==> config.mk <==
export PLATFORM = sky130hd
export DESIGN_NAME = nand_reg_bridge
export DESIGN_NICKNAME = d
export VERILOG_FILES = /design/src/rtl/nrb_pkg.sv /design/src/rtl/nrb_sync.sv /design/src/rtl/nrb_decode.sv /design/src/rtl/nrb_strobe.sv /design/src/rtl/nand_reg_bridge.sv
export SDC_FILE = /design/constraint.sdc
export NUM_CORES = 1
export LEC_CHECK = 0
export BUFFER_PORTS_ARGS = -buffer_cell sky130_fd_sc_hd__clkbuf_2
export CAP_MARGIN = 20
export CORE_MARGIN = 5
export CORE_UTILIZATION = 41
export DETAILED_ROUTE_END_ITERATION = 12
export GPL_TIMING_DRIVEN = 1
export PLACE_DENSITY_LB_ADDON = 0.05
export SETUP_SLACK_MARGIN = 0.3
export SYNTH_ARGS = -nofsm -noshare
export SYNTH_HDL_FRONTEND = slang
export SYNTH_SLANG_ARGS = --single-unit
export TNS_END_PERCENT = 100
==> constraint.sdc <==
create_clock -name clk -period 1.45 [get_ports clk]
set_input_delay 0 -clock clk [delete_from_list [all_inputs] [get_ports clk]]
set_output_delay 0 -clock clk [all_outputs]
set_load 0.02 [all_outputs]
==> src/rtl/nrb_pkg.sv <==
// Package: shared field positions and phase type for the NAND register bridge.
// Assumes a 32-bit register word with fixed field positions.
package nrb_pkg;
    localparam int unsigned WORD_W   = 32;
    localparam int unsigned BYTE_W   = 8;
    localparam int unsigned CE_BIT   = 31;
    localparam int unsigned OP_LSB   = 28;
    localparam int unsigned BYTE_LSB = 16;
    localparam int unsigned BUSY_BIT = 15;

    localparam logic [2:0] OP_CMD    = 3'd0;
    localparam logic [2:0] OP_ADDR   = 3'd1;
    localparam logic [2:0] OP_RDMODE = 3'd2;
    localparam logic [2:0] OP_WRDATA = 3'd3;

    typedef enum logic [1:0] {
        PH_IDLE  = 2'd0,
        PH_SETUP = 2'd1,
        PH_LOW   = 2'd2,
        PH_HIGH  = 2'd3
    } phase_t;
endpackage

==> src/rtl/nrb_sync.sv <==
// Module: two-flop synchronizer for a single asynchronous level.
// Assumes the input is a slow level; resets to RST_VAL.
module nrb_sync #(
    parameter logic RST_VAL = 1'b1
) (
    input  logic clk,
    input  logic rst_n,
    input  logic d_async,
    output logic q_sync
);
    logic meta_q;

    // Two stages resolve metastability before use.
    always_ff @(posedge clk) begin
        if (!rst_n) begin
            meta_q <= RST_VAL;
            q_sync <= RST_VAL;
        end else begin
            meta_q <= d_async;
            q_sync <= meta_q;
        end
    end
endmodule

==> src/rtl/nrb_decode.sv <==
// Module: combinational decode of a host register write word.
// Assumes op codes 4..7 are reserved and trigger nothing.
module nrb_decode
    import nrb_pkg::*;
(
    input  logic [WORD_W-1:0] word,
    output logic              is_xfer,
    output logic              is_rdmode,
    output logic              cle,
    output logic              ale,
    output logic              ce_req,
    output logic [BYTE_W-1:0] data_byte
);
    logic [2:0] op;

    // Split fields and classify the operation.
    always_comb begin
        op        = word[OP_LSB +: 3];
        ce_req    = word[CE_BIT];
        data_byte = word[BYTE_LSB +: BYTE_W];
        cle       = (op == OP_CMD);
        ale       = (op == OP_ADDR);
        is_xfer   = (op == OP_CMD) || (op == OP_ADDR) || (op == OP_WRDATA);
        is_rdmode = (op == OP_RDMODE);
    end
endmodule

==> src/rtl/nrb_strobe.sv <==
// Module: strobe timing engine: one setup clock, LOW_CLKS low, HIGH_CLKS high.
// Assumes start is only raised while the engine is idle.
module nrb_strobe
    import nrb_pkg::*;
#(
    parameter int unsigned LOW_CLKS  = 2,
    parameter int unsigned HIGH_CLKS = 2
) (
    input  logic   clk,
    input  logic   rst_n,
    input  logic   start,
    output phase_t phase,
    output logic   sample,
    output logic   done
);
    localparam int unsigned MAXC = (LOW_CLKS > HIGH_CLKS) ? LOW_CLKS : HIGH_CLKS;
    localparam int unsigned CW   = $clog2(MAXC + 1);
    localparam logic [CW-1:0] LOW_LAST  = CW'(LOW_CLKS - 1);
    localparam logic [CW-1:0] HIGH_LAST = CW'(HIGH_CLKS - 1);

    logic [CW-1:0] cnt;

    // Last clock of each phase.
    assign sample = (phase == PH_LOW)  && (cnt == LOW_LAST);
    assign done   = (phase == PH_HIGH) && (cnt == HIGH_LAST);

    // Advance through setup, low and high phases.
    always_ff @(posedge clk) begin
        if (!rst_n) begin
            phase <= PH_IDLE;
            cnt   <= '0;
        end else begin
            case (phase)
                PH_IDLE:  if (start) phase <= PH_SETUP;
                PH_SETUP: begin phase <= PH_LOW; cnt <= '0; end
                PH_LOW:   if (sample) begin phase <= PH_HIGH; cnt <= '0; end
                          else cnt <= cnt + 1'b1;
                PH_HIGH:  if (done) begin phase <= PH_IDLE; cnt <= '0; end
                          else cnt <= cnt + 1'b1;
                default:  phase <= PH_IDLE;
            endcase
        end
    end

    assert_start_idle_R12: assert property (@(posedge clk) disable iff (!rst_n)
        start |-> (phase == PH_IDLE));
endmodule

==> src/rtl/nand_reg_bridge.sv <==
// Module: single-register bridge from a host bus to an 8-bit raw NAND flash.
// Assumes the host holds bus_sel until bus_ready and drops it right after.
module nand_reg_bridge
    import nrb_pkg::*;
#(
    parameter int unsigned LOW_CLKS  = 2,
    parameter int unsigned HIGH_CLKS = 2
) (
    input  logic              clk,
    input  logic              rst_n,
    input  logic              bus_sel,
    input  logic              bus_wr,
    input  logic [WORD_W-1:0] bus_wdata,
    output logic [WORD_W-1:0] bus_rdata,
    output logic              bus_ready,
    output logic              flash_cle,
    output logic              flash_ale,
    output logic              flash_ce_n,
    output logic              flash_we_n,
    output logic              flash_re_n,
    output logic [BYTE_W-1:0] flash_io_out,
    output logic              flash_io_oe,
    input  logic [BYTE_W-1:0] flash_io_in,
    input  logic              flash_rb_n
);
    logic              d_xfer, d_rdmode, d_cle, d_ale, d_ce;
    logic [BYTE_W-1:0] d_byte;
    phase_t            phase;
    logic              sample, done, start, accept, active, rb_n_s;
    logic              cle_q, ale_q, ce_q, rd_q, rdmode_q, rdce_q;
    logic [BYTE_W-1:0] byte_q, cap_q;

    nrb_decode u_dec (
        .word(bus_wdata), .is_xfer(d_xfer), .is_rdmode(d_rdmode),
        .cle(d_cle), .ale(d_ale), .ce_req(d_ce), .data_byte(d_byte)
    );

    nrb_strobe #(.LOW_CLKS(LOW_CLKS), .HIGH_CLKS(HIGH_CLKS)) u_strobe (
        .clk(clk), .rst_n(rst_n), .start(start),
        .phase(phase), .sample(sample), .done(done)
    );

    nrb_sync #(.RST_VAL(1'b1)) u_rb_sync (
        .clk(clk), .rst_n(rst_n), .d_async(flash_rb_n), .q_sync(rb_n_s)
    );

    // Accept a new access only when idle and not in the acknowledge cycle.
    assign active = (phase != PH_IDLE);
    assign accept = bus_sel && !bus_ready && !active;
    assign start  = accept && (bus_wr ? d_xfer : rdmode_q);

    // Flash pins follow the latched cycle attributes while a cycle runs.
    assign flash_cle    = active && cle_q;
    assign flash_ale    = active && ale_q;
    assign flash_ce_n   = !(active && ce_q);
    assign flash_we_n   = !((phase == PH_LOW) && !rd_q);
    assign flash_re_n   = !((phase == PH_LOW) && rd_q);
    assign flash_io_oe  = active && !rd_q;
    assign flash_io_out = byte_q;

    // Latch cycle attributes, track read mode, capture data, build response.
    always_ff @(posedge clk) begin
        if (!rst_n) begin
            cle_q     <= 1'b0;
            ale_q     <= 1'b0;
            ce_q      <= 1'b0;
            rd_q      <= 1'b0;
            rdmode_q  <= 1'b0;
            rdce_q    <= 1'b0;
            byte_q    <= '0;
            cap_q     <= '0;
            bus_ready <= 1'b0;
            bus_rdata <= '0;
        end else begin
            bus_ready <= 1'b0;
            if (sample && rd_q) cap_q <= flash_io_in;
            if (accept) begin
                bus_rdata <= '0;
                bus_rdata[BUSY_BIT] <= !rb_n_s;
                if (bus_wr) begin
                    rdmode_q <= d_rdmode;
                    if (d_rdmode) rdce_q <= d_ce;
                    if (d_xfer) begin
                        cle_q  <= d_cle;
                        ale_q  <= d_ale;
                        ce_q   <= d_ce;
                        rd_q   <= 1'b0;
                        byte_q <= d_byte;
                    end else begin
                        bus_ready <= 1'b1;
                    end
                end else if (rdmode_q) begin
                    cle_q <= 1'b0;
                    ale_q <= 1'b0;
                    ce_q  <= rdce_q;
                    rd_q  <= 1'b1;
                end else begin
                    bus_ready <= 1'b1;
                end
            end
            if (done) begin
                bus_ready <= 1'b1;
                bus_rdata <= '0;
                bus_rdata[BUSY_BIT] <= !rb_n_s;
                if (rd_q) bus_rdata[BYTE_LSB +: BYTE_W] <= cap_q;
            end
        end
    end

    assert_single_strobe_R6: assert property (@(posedge clk) disable iff (!rst_n)
        !(!flash_we_n && !flash_re_n));
    assert_hold_across_rise_R6: assert property (@(posedge clk) disable iff (!rst_n)
        !flash_we_n |=> $stable(flash_io_out));
    assert_no_drive_on_read_R11: assert property (@(posedge clk) disable iff (!rst_n)
        flash_io_oe |-> flash_re_n);
    assert_ack_pulse_R12: assert property (@(posedge clk) disable iff (!rst_n)
        bus_ready |=> !bus_ready);
    assert_latch_exclusive_R2: assert property (@(posedge clk) disable iff (!rst_n)
        !(flash_cle && flash_ale));
endmodule

# --- Word level (Yosys, flattened, before mapping) ---
# Cells that the tools add are included.
word_totals:
  register_bits: 38
  inputBits: 45
  elab_cells: 85
classes:
  add_sub_neg: 1
  eq_ne: 11
  mux: 27
  n_reduce_logical: 32
op_table:
  columns: ["cell", "n"]
  rows:
  - ["$mux W24", 2]
  - ["$mux W1", 17]
  - ["$logic_and A1 B1 Y1", 12]
  - ["$reduce_and A3 Y1", 4]
  - ["$mux W2", 5]
  - ["$mux W8", 1]
  - ["$pmux W2 S4", 1]
  - ["$logic_not A1 Y1", 7]
  - ["$eq A3 B2 Y1 const B", 2]
  - ["$ne A2 B2 Y1 const B", 3]
  - ["$pmux W2 S3", 1]
  - ["$reduce_bool A2 Y1", 3]
  - ["$eq A2 B1 Y1 const B", 2]
  - ["$eq A2 B2 Y1 const B", 2]
  - ["$eq A3 B1 Y1 const B", 1]
  - ["$logic_not A3 Y1", 1]
  - ["$reduce_bool A3 Y1", 1]
  - ["$add A2 B1 Y2 const B", 1]
  - ["$logic_not A2 Y1", 1]
  - ["$logic_or A1 B1 Y1", 2]
  - ["$ne A2 B1 Y1 const B", 1]
  - ["$reduce_and A2 Y1", 1]

# --- Depth between registers and ports, before layout ---
depth:
  ltp_word: 7
  depth_mapped: 8
  mapped_depth_nobuf: 6

# --- Modules after synthesis ---
# From an unflattened synthesis, not the netlist that was laid out.
hier_totals:
  hier_cells: 205
  area_unflattened_um2: 1881.8
modules_own_cells:
  columns: ["module", "instances", "cells_per_inst", "area_per_inst_um2"]
  rows:
  - ["nand_reg_bridge", 1, 160, 1468.9]
  - ["nrb_strobe", 1, 27, 252.7]
  - ["nrb_decode", 1, 14, 107.6]
  - ["nrb_sync", 1, 4, 52.6]

# --- Worst setup path before layout ---
# Ideal clock, no wire load.
synth_timing:
  kind: "register -> register"
  start: "register u_strobe.phase[1]"
  end: "register bus_rdata[15]"
  setup_time_ns: 0.059
  t_arrival_ns: 1.417
  required_time_ns: 1.391
  setup_slack_ns: -0.026
  stages_incl_launch_ff: 8
  n_path_buf: 1
  path_cell_list: "dfxtp_1 > inv_1 > ha_1 > buf_6 > and3b_4 > a21oi_4 > mux2i_1 > and2_1"
synth_between:
  elab_chain_cells: 4
  word_cells_on_any_way: 7
  cone_classes: "1 x eq/ne; 1 x mux; 5 x reduce/logical"
synth_rtl:
  columns: ["element", "line", "source"]
  rows:
  - ["start, declared", "nrb_strobe.sv:12", "output phase_t phase,"]
  - ["start signal, assigned", "nrb_strobe.sv:30", "phase <= PH_IDLE;"]
  - ["start signal, assigned", "nrb_strobe.sv:34", "PH_IDLE: if (start) phase <= PH_SETUP;"]
  - ["start signal, assigned", "nrb_strobe.sv:35", "PH_SETUP: begin phase <= PH_LOW; cnt <= '0; end"]
  - ["$reduce_bool A2 Y1", "nand_reg_bridge.sv:48", "assign active = (phase != PH_IDLE);"]
  - ["$logic_not A1 Y1", "nand_reg_bridge.sv:49", "assign accept = bus_sel && !bus_ready && !active;"]
  - ["$logic_and A1 B1 Y1", "nand_reg_bridge.sv:49", null]
  - ["$reduce_bool A2 Y1 (no source line)", null, null]
  - ["end signal, assigned by index", "nand_reg_bridge.sv:79", "bus_rdata[BUSY_BIT] <= !rb_n_s;"]
  - ["end signal, assigned by index", "nand_reg_bridge.sv:104", "bus_rdata[BUSY_BIT] <= !rb_n_s;"]
  - ["end signal, assigned by index", "nand_reg_bridge.sv:105", "if (rd_q) bus_rdata[BYTE_LSB +: BYTE_W] <= cap_q;"]
  - ["end, declared", "nand_reg_bridge.sv:14", "output logic [WORD_W-1:0] bus_rdata,"]
# Parallel ways exist; a longest one is shown, timed or not.
# A chain may end at the register's enable or synchronous reset.

# --- Final worst setup path ---
layout_timing:
  start: "register u_strobe.phase[0]"
  end: "register bus_rdata[21]"
# The elaborated chain is that of the path after synthesis.

==> summary.txt <==
Register-to-register setup slack: 80 ps
Initial Util: 42.0%
CP Launch Point: u_strobe.phase[0]
DR WL/cell: 12.0 microns
Post-synthesis sequential area ratio: 41.6%
Synth Warn #: 0
Status: finished clean
Routed Antenna Nets: 0
Crit Path Class: flop to flop
FMAX: 728 MHz
Max H-tree Level: 2
Final clock skew: 3.71 ps
Area Overhead vs Synth: 49.7%
Worst Path Arrival: 1560 ps
Synthesized area: 1830 sq um
GRT Total Usage: 13.5%
Largest net degree at the start of global routing: 42
Area contributors post-synth: dfxtp_1, buf_4, nand2_1
Final core occ: 62.9%
Root buf cell: clkbuf_8
Power density over the cells: 995 nW/um^2
Vias: 1,524
Routed wl met3: 274 microns
EDFF count, synth: 0
Port bufs: 48
Sw Ratio: 23.9%
Final slew viol count: 0
GP Congestion: 0.725
Final Cycle Share: 94.7%
Vias per cell: 4.48
Synthesis-stage register bit count: 38
Setup-failing EPs final: 0
Setup TNS Final: 0 ps
Number of global-route vias before repair: 1,419
Clk pwr share: 40.3%
Dominant cell type by area after synthesis: dfxtp_1
Sequential Power Share: 39.9%
Part of the total power dissipated in combinational logic: 19.9%
Final nets: 336
FF-to-FF Start: u_strobe.phase[0]
Ratio of cells with drive above 1 in the final layout: 40.3%
Num rows: 24
Drt first-iter violations: 46
Max VDD drop: 0.577 mV
Top FF cell, synth: dfxtp_1
Syn avg cell area: 9.06 sq um
Multi-input gate area: 1050 sq um
Register clock-pin slew on the reported worst setup and hold paths: 70 ps
Final hold slack: 15.4 ps
M1 WL: 1810 microns
Die width: 76.8 microns
R2R cell count: 8
CP endpoint kind: flop
Post-synth ARST share: 0%
Hold EP: ale_q
Register Area: 766 sq um
Dpl cell area: 2110 sq um
Yosys top cell area share: 41.6%
Post-DP HPWL: 2700 microns
Clock Sinks: 38
CTS tree: yes
Post-Place Cells: 300
P_sw: 0.652 mW
DIE AREA: 5900 sq um
First-pass GRT wire length: 6530 microns
P_leak: 1.20 nW
RSZ-0062 raised after global routing: true
Diodes inserted: 0
DR pass1 iterations: 4
Drt drc: 0
Final Non-Filler Cells: 340
Max-Cap Viols: 0
Grt total ovfl: 0
Max Used Layer: met4
Crit-path max FO: 9
Metal2 WL: 1930 microns
Most frequent cells in the layout: clkbuf_2, dfxtp_1, nand2_1
FF-to-FF End: bus_rdata[21]
Min-Delay Startpoint: bus_wdata[29]
Startpoint types: flop
Worst hold stages: 4
Clk Latency, worst-skew pair: 290 ps
Initial antenna violation count: 0
Required @ worst endpoint: 1630 ps
Final wirelength: 4080 microns
Design Area, Final: 2740 sq um
Period minus WS final: 1370 ps
Die Ht: 76.8 microns
Num CTS Buffers: 5
Int Power: 2.07 mW
I/O pin total: 92
Most common cell after layout, fill and taps aside: clkbuf_2
Core region area: 4350 sq um
Maximum clock insertion buffer count: 2
Fill count: 396
Cells after Synth: 202
Final Hold Vio Count: 0
Min-Delay Path Class: input port to flop
Yosys cell types: 35
-- kinds of logic (layout without fill, tap and decap cells) --
family,Yosys count,count (layout),share of synthesized area [%]
AO/OA/AOI/OAI,38,38,15.3
adder cells (fa/ha/maj),4,4,2.74
buffers and inverters,37,101,13.7
flip-flops,38,38,41.6
multiplexers,6,6,3.28
other,1,23,0.205
AND/OR/NAND/NOR,78,78,23.2
-- area by class of cell --
| cell class | instances | area share (%) |
|---|---|---|
| Sequential cell | 38 | 28.0 |
| Clock buffer | 6 | 3.02 |
| Tap cell | 52 | 2.38 |
| Multi-Input combinational cell | 149 | 38.2 |
| Inverter | 5 | 0.868 |
| Timing Repair Buffer | 88 | 25.4 |
| Clock inverter | 2 | 2.19 |
-- power groups by stage --
stage	combinational [mW]	sequential (mW)	clock, mW
5_1_grt	0.582	1.09	1.18
4_1_cts	0.462	1.08	1.12
2_1_floorplan	0.290	1.12	0
6_report	0.542	1.09	1.10
3_5_place_dp	0.375	1.11	0
3_3_place_gp	0.376	1.11	0
-- layer usage --
layer  GRT usage (%)  vias to the layer above
li1                -                      797
met3            4.80                        9
met5               0                        -
met2            21.4                       47
met4            5.24                        0
met1            16.7                      671
-- worst max-delay path by stage --
stage / to / depth (start not counted)
after detailed placement: u_strobe.phase[1] / 6
after floorplan: bus_rdata[15] / 7
after global placement: flash_io_out[3] / 8
after CTS: bus_rdata[15] / 7
final: bus_rdata[21] / 8
after global routing: bus_rdata[15] / 7
-- stage by stage --
step	power (mW)	setup slack, ps
2_1_floorplan	1.41	61.8
3_3_place_gp	1.48	71.9
3_5_place_dp	1.48	59.7
4_1_cts	2.67	79.7
5_1_grt	2.85	7.39
6_report	2.73	76.5
-- sequential cells by signal, summed over array words and instances (netlist names) --
name,cells
bus_rdata,9
cap_q,8
flash_io_out,8
u_strobe.cnt,2
u_strobe.phase,2
ale_q,1
bus_ready,1
ce_q,1
cle_q,1
rd_q,1
rdce_q,1
rdmode_q,1
u_rb_sync.meta_q,1
u_rb_sync.q_sync,1
-- cells in the mapped netlist (4+ instances only) --
cell type,number
mux2i_1,6
ha_1,4
nand2b_1,5
nand3_1,10
nand2_1,33
nor2_1,6
inv_1,5
a21boi_0,10
nor2b_1,11
buf_4,23
a22oi_1,9
dfxtp_1,38
o21ai_0,9
-- worst max-delay path: stages, from the launching register on --
cell,delay [ps]
dfxtp_2,340
inv_4,80
ha_4,140
and3b_4,210
a21oi_4,40
buf_12,140
buf_4,130
a22oi_2,140
nor2b_1,60
-- repair_timing --
| item | CTS | global route |
|---|---|---|
| buffers inserted | 5 | 8 |
| pin swaps | 4 | 11 |
| cloned | 0 | 0 |
| resized for setup | 23 | 35 |
| hold endpoints to repair | 19 | 0 |
| hold buffers | 19 | 0 |
| endpoints found under the setup margin | 42 | 42 |
Note: power is estimated with default switching activity, not from simulation.
